**config.mk**
```make
export PLATFORM = sky130hd
export DESIGN_NAME = gpio_evt_unit
export DESIGN_NICKNAME = d
export VERILOG_FILES = /design/src/rtl/gpio_evt_pkg.sv /design/src/rtl/gpio_evt_sync.sv /design/src/rtl/gpio_evt_detect.sv /design/src/rtl/gpio_evt_bank.sv /design/src/rtl/gpio_evt_unit.sv
export SDC_FILE = /design/constraint.sdc
export NUM_CORES = 1
export LEC_CHECK = 0
export BUFFER_PORTS_ARGS = -buffer_cell sky130_fd_sc_hd__clkbuf_2
export CAP_MARGIN = 0
export CELL_PAD_IN_SITES_DETAIL_PLACEMENT = 1
export CELL_PAD_IN_SITES_GLOBAL_PLACEMENT = 2
export CORE_UTILIZATION = 46
export DETAILED_ROUTE_END_ITERATION = 16
export PLACE_DENSITY_LB_ADDON = 0.2
export SETUP_SLACK_MARGIN = 0.05
export SLEW_MARGIN = 10
export SYNTH_ARGS = -nofsm -noshare
export SYNTH_HDL_FRONTEND = slang
export SYNTH_SLANG_ARGS = --single-unit
```
**constraint.sdc**
```tcl
create_clock -name clk -period 3.3 [get_ports clk]
set_input_delay 0.495 -clock clk [delete_from_list [all_inputs] [get_ports clk]]
set_output_delay 0.495 -clock clk [all_outputs]
set_load 0.1 [all_outputs]
```
**src/rtl/gpio_evt_pkg.sv**
```systemverilog
package gpio_evt_pkg;
  localparam int NUM_KINDS = 6;
  // kind index: 0 rise, 1 fall, 2 high, 3 low, 4 early rise, 5 early fall
  localparam logic [7:0] EN_BASE [NUM_KINDS] = '{8'h4C, 8'h58, 8'h64, 8'h70, 8'h7C, 8'h88};
  localparam logic [7:0] ST_BASE = 8'h40;
  localparam int BANK_STRIDE = 4;
endpackage

```
**src/rtl/gpio_evt_sync.sv**
```systemverilog
module gpio_evt_sync #(
  parameter int W = 64
) (
  input  logic         clk,
  input  logic         rst_n,
  input  logic [W-1:0] raw,
  output logic [W-1:0] s1,
  output logic [W-1:0] s2,
  output logic [W-1:0] s3
);
  always_ff @(posedge clk or negedge rst_n) begin
    if (!rst_n) begin
      s1 <= '0;
      s2 <= '0;
      s3 <= '0;
    end else begin
      s1 <= raw;
      s2 <= s1;
      s3 <= s2;
    end
  end

  // an early rising edge is followed one cycle later by the synchronous one
  assert_early_leads_sync_R7: assert property (@(posedge clk) disable iff (!rst_n)
    (|(s1 & ~s2)) |=> ((s2 & ~s3 & $past(s1 & ~s2)) == $past(s1 & ~s2)));
endmodule

```
**src/rtl/gpio_evt_detect.sv**
```systemverilog
module gpio_evt_detect #(
  parameter int W = 32,
  parameter int K = 6
) (
  input  logic [W-1:0]        s1,
  input  logic [W-1:0]        s2,
  input  logic [W-1:0]        s3,
  input  logic [K-1:0][W-1:0] en,
  output logic [W-1:0]        evt
);
  genvar i;
  generate
    for (i = 0; i < W; i++) begin : g_pin
      logic sync_up, sync_dn, early_up, early_dn;
      assign sync_up  = s2[i] & ~s3[i];
      assign sync_dn  = ~s2[i] & s3[i];
      assign early_up = s1[i] & ~s2[i];
      assign early_dn = ~s1[i] & s2[i];
      assign evt[i] = (en[0][i] & sync_up)  | (en[1][i] & sync_dn) |
                      (en[2][i] & s2[i])    | (en[3][i] & ~s2[i])  |
                      (en[4][i] & early_up) | (en[5][i] & early_dn);
    end
  endgenerate
endmodule

```
**src/rtl/gpio_evt_bank.sv**
```systemverilog
module gpio_evt_bank #(
  parameter int W        = 32,
  parameter int AW       = 8,
  parameter int BANK_IDX = 0
) (
  input  logic          clk,
  input  logic          rst_n,
  input  logic          we,
  input  logic [AW-1:0] addr,
  input  logic [W-1:0]  wdata,
  input  logic [W-1:0]  s1,
  input  logic [W-1:0]  s2,
  input  logic [W-1:0]  s3,
  output logic [W-1:0]  rdata,
  output logic          irq_o
);
  import gpio_evt_pkg::*;
  localparam int K   = NUM_KINDS;
  localparam int OFS = BANK_STRIDE * BANK_IDX;
  localparam logic [AW-1:0] ST_ADDR = AW'(int'(ST_BASE) + OFS);

  logic [K-1:0][W-1:0] en_q;
  logic [W-1:0]        status_q;
  logic [W-1:0]        evt;
  logic [W-1:0]        clr_mask;

  always_ff @(posedge clk or negedge rst_n) begin
    if (!rst_n) begin
      en_q <= '0;
    end else if (we) begin
      for (int k = 0; k < K; k++) begin
        if (addr == AW'(int'(EN_BASE[k]) + OFS)) en_q[k] <= wdata;
      end
    end
  end

  gpio_evt_detect #(.W(W), .K(K)) det_i (
    .s1(s1), .s2(s2), .s3(s3), .en(en_q), .evt(evt)
  );

  assign clr_mask = (we && addr == ST_ADDR) ? wdata : '0;

  always_ff @(posedge clk or negedge rst_n) begin
    if (!rst_n) status_q <= '0;
    else        status_q <= (status_q & ~clr_mask) | evt;
  end

  assign irq_o = |status_q;

  always_comb begin
    rdata = '0;
    if (addr == ST_ADDR) rdata = status_q;
    for (int k = 0; k < K; k++) begin
      if (addr == AW'(int'(EN_BASE[k]) + OFS)) rdata = en_q[k];
    end
  end

  assert_event_sets_R9: assert property (@(posedge clk) disable iff (!rst_n)
    (|evt) |=> ((status_q & $past(evt)) == $past(evt)));
  assert_w1c_clears_R8: assert property (@(posedge clk) disable iff (!rst_n)
    (|clr_mask) |=> ((status_q & $past(clr_mask & ~evt)) == '0));
  assert_sticky_R10: assert property (@(posedge clk) disable iff (!rst_n)
    (|status_q) |=> ((($past(status_q) & ~$past(clr_mask)) & ~status_q) == '0));
  assert_no_spurious_set_R10: assert property (@(posedge clk) disable iff (!rst_n)
    (|(~status_q)) |=> ((status_q & ~$past(status_q) & ~$past(evt)) == '0));
  assert_irq_falls_on_clear_R11: assert property (@(posedge clk) disable iff (!rst_n)
    $fell(irq_o) |-> $past(|clr_mask));
endmodule

```
**src/rtl/gpio_evt_unit.sv**
```systemverilog
module gpio_evt_unit #(
  parameter int NUM_BANKS = 2,
  parameter int W         = 32,
  parameter int AW        = 8
) (
  input  logic                  clk,
  input  logic                  rst_n,
  input  logic                  reg_we,
  input  logic [AW-1:0]         reg_addr,
  input  logic [W-1:0]          reg_wdata,
  output logic [W-1:0]          reg_rdata,
  input  logic [NUM_BANKS*W-1:0] pin_in,
  output logic [NUM_BANKS-1:0]  irq
);
  localparam int NPINS = NUM_BANKS * W;

  logic [NPINS-1:0] s1, s2, s3;
  logic [NUM_BANKS-1:0][W-1:0] bank_rd;

  gpio_evt_sync #(.W(NPINS)) sync_i (
    .clk(clk), .rst_n(rst_n), .raw(pin_in), .s1(s1), .s2(s2), .s3(s3)
  );

  genvar b;
  generate
    for (b = 0; b < NUM_BANKS; b++) begin : g_bank
      gpio_evt_bank #(.W(W), .AW(AW), .BANK_IDX(b)) bank_i (
        .clk(clk), .rst_n(rst_n), .we(reg_we), .addr(reg_addr), .wdata(reg_wdata),
        .s1(s1[b*W +: W]), .s2(s2[b*W +: W]), .s3(s3[b*W +: W]),
        .rdata(bank_rd[b]), .irq_o(irq[b])
      );
    end
  endgenerate

  always_comb begin
    reg_rdata = '0;
    for (int i = 0; i < NUM_BANKS; i++) reg_rdata = reg_rdata | bank_rd[i];
  end

  assert_irq_low_in_reset_R1: assert property (@(posedge clk)
    !rst_n |-> (irq == '0));
endmodule

```
==> metrics <==
Slew Limit Fails=0; Core Region=59500 um2; final net count=2668; CP cell instances=clkbuf_2 > and4bb_2 > buf_12 > nand2_1 > buf_4 > o21ai_0 > a21oi_1 > a221o_1 > buf_12; post-layout min period=3.26 ns; slowest stage cell on the critical path=and4bb_2; Main synth FF type=dfrtp_1; Die Height=248 um; fin util=0.569; Fmax=0.307 GHz; via/cell ratio=6.38; CP Max Fanout=25; crit path launch type=input port; syn avg cell area=12.0 um2; Worst-path clk slew=0.06 ns; EDFF count, synth=0; Area Overhead vs Synth=21.3%; Die W=248 um; leak pwr=15.6 nW; vias post-DR=21614; first-pass GRT wire length=153000 um; final instance area=33800 um2; fillers=5938; ys async rst share=1.00; register area=16000 um2; hold slack final=0.0497 ns; Post-DP Area=30800 um2; Global Route Usage Sum=0.342; total number of yosys warnings=0; GRT Residual Overflow=0; vias in the first global route=23243; I/O Buffers=140; final setup fails=0; Tcrit/Tclk final=0.988; row count=89; HP Class=in -> reg; r2r setup slk=2.06 ns; area occupied by multi-input gates=10900 um2; Clock Sinks=640; Hold Violations, Final=0; Synth Cell Area=27900 um2; DRC Markers=0; Post-Syn Instances=2325; final setup TNS=0 ns; routability cong.=0.870; synthesis-stage register bit count=640; Slew headroom=0.539; Mapped Nets=2432; drt first pass iters=5; CP Class=in -> out; ANT nets after route=0; run status=complete, no violations; root buf cell=clkbuf_16; Buf/Inv on CP=4; layout cell share with drive strength beyond 1=0.306; Pwr Density=546 nW/um2; DP HPWL=64200 um; TritonCTS clock tree=yes; crit-path leading delay family=buffers and inverters; CTS Buf Count=71; WL per Instance=30.3 um; die area=61600 um2; Initial Util=0.469; Worst Setup End Kind=output pin; largest stage delay on the critical path=0.54 ns; initial antenna violation count=6; worst path required time=2.80 ns; H-tree depth=3; Yosys cell types=52; most frequent CP cell=buf_12; Seq/Total Area, Yosys=0.574; RSZ-0062 raised after global routing=yes; Worst VDD drop=0.000421 V; clock tree buffer depth=3; Worst Path Arrival=2.77 ns; I/O pin total=141; clock latency on the worst-skew pair=0.62 ns; Fin Clk Skew=0.0217 ns; Worst Max-Slew Pin Slew=0.692 ns; largest net degree at the start of global routing=115; Routed WL=103000 um; initial drt markers=2044; max cap viols=0
## timing repair
action,CTS,global route
setup endpoints to repair,4,10
resized for setup,6,5
hold buffers,64,0
pin swaps,2,3
endpoints found under the hold margin,90,0
buffers inserted,1,0
## registers in the layout (all words and copies together), names as in the netlist
name	cells
g_bank.bank_i.en_q	384
g_bank.bank_i.status_q	64
sync_i.s1	64
sync_i.s2	64
sync_i.s3	64
## cells in the final DEF, fill, tap and decap left out, drive strengths merged, types with 12 or more instances in the layout
| cell | count |
|---|---|
| o21ai | 158 |
| nor4 | 17 |
| a221oi | 86 |
| a2bb2oi | 20 |
| o31ai | 19 |
| o211ai | 28 |
| o22ai | 32 |
| a21oi | 107 |
| nand2 | 127 |
| a211o | 12 |
| buf | 161 |
| a221o | 72 |
| mux2 | 384 |
| dfrtp | 640 |
| a22o | 19 |
| nor2 | 121 |
| a22oi | 72 |
| mux2i | 32 |
| dlygate4sd3 | 64 |
| inv | 129 |
| clkbuf | 210 |
## routing by layer
layer,share of wire,vias up,track usage
met5,0.00078,-,0
met4,0.039,10,0.135
met3,0.072,270,0.0750
met2,0.47,884,0.545
met1,0.42,11395,0.454
li1,-,9055,-
## logic make-up after synthesis
group                  after synthesis  share of synthesized area
AND/OR/NAND/NOR                    325                     0.0541
flip-flops                         640                      0.574
buffers and inverters              295                     0.0425
AO/OA/AOI/OAI                      649                      0.163
multiplexers                       416                      0.167
## synthesized netlist by cell type (3+ instances only)
| cell type | count | area [um2] |
|---|---|---|
| dfrtp_1 | 640 | 16000 |
| mux2_2 | 383 | 4310 |
| o21ai_0 | 158 | 791 |
| inv_1 | 128 | 480 |
| nand2_1 | 127 | 477 |
| nor2_1 | 121 | 454 |
| a21oi_1 | 107 | 536 |
| clkbuf_1 | 99 | 372 |
| a221oi_1 | 86 | 753 |
| a221o_1 | 72 | 721 |
| a22oi_1 | 72 | 541 |
| buf_2 | 47 | 235 |
| mux2i_1 | 32 | 320 |
| o22ai_1 | 32 | 200 |
| o211ai_1 | 28 | 210 |
| a2bb2oi_1 | 20 | 175 |
| a22o_1 | 19 | 166 |
| o31ai_1 | 19 | 143 |
| buf_1 | 16 | 60.1 |
| nor4_1 | 16 | 100 |
| a211o_1 | 12 | 105 |
| nand3_1 | 11 | 55.1 |
| a32oi_1 | 10 | 87.6 |
| a211oi_1 | 8 | 60.1 |
| nand4_1 | 8 | 50.1 |
| or4_1 | 8 | 60.1 |
| buf_4 | 5 | 37.5 |
| nor3_1 | 5 | 25.0 |
| and2_1 | 4 | 25.0 |
| or2_2 | 4 | 25.0 |
| nor4b_4 | 3 | 71.3 |
## layout make-up
type                            count  share of cell area
Sequential cell                   640               0.473
Multi-Input combinational cell   1390               0.321
Timing Repair Buffer              330              0.0934
Clock buffer                      105              0.0624
Tap cell                          773              0.0286
Inverter                          128              0.0142
Clock inverter                     19             0.00721
Antenna cell                        1           0.0000739
## worst register-to-register path: cells and delay by family, from the launching register on
family / cells / cell delay, ns
and+or+nand+nor: 1 / 0.07
AOI/OAI and AO/OA: 2 / 0.58
DFF: 1 / 0.46
## per-stage QoR
stage / worst slack, ns / cells / power (mW)
floorplan: 0.0535 / 2325 / 9.59
global placement: 0.0653 / 3196 / 10.3
detailed placement: 0.0510 / 3196 / 10.4
CTS: 0.0501 / 3385 / 18.6
global route: 0.0250 / 3386 / 19.1
finish: 0.0382 / 3386 / 18.5
## report_power, final
part / total (mW) / leakage [nW] / internal [mW] / switching [mW]
clock network: 8.10 / 1.15 / 4.82 / 3.28
registers: 8.98 / 8.13 / 8.38 / 0.592
logic: 1.41 / 6.29 / 0.655 / 0.755
total: 18.5 / 15.6 / 13.9 / 4.63
## path summary, 6_finish.rpt
check                                                  startpoint                                       to  cells past startpoint
min in group asynchronous                                   rst_n                   sync_i.s1[1]$_DFF_PN0_                      2
max in group asynchronous                                   rst_n                  sync_i.s2[26]$_DFF_PN0_                      3
min reg2reg                               sync_i.s2[24]$_DFF_PN0_                  sync_i.s3[24]$_DFF_PN0_                      0
max reg2reg                g_bank[0].bank_i.en_q[143]$_DFFE_PN0P_  g_bank[0].bank_i.status_q[15]$_DFF_PN0_                      3
min                                                    pin_in[40]                  sync_i.s1[40]$_DFF_PN0_                      1
max                                                   reg_addr[0]                            reg_rdata[26]                      9
No activity file was read; power rests on OpenSTA's default activity.
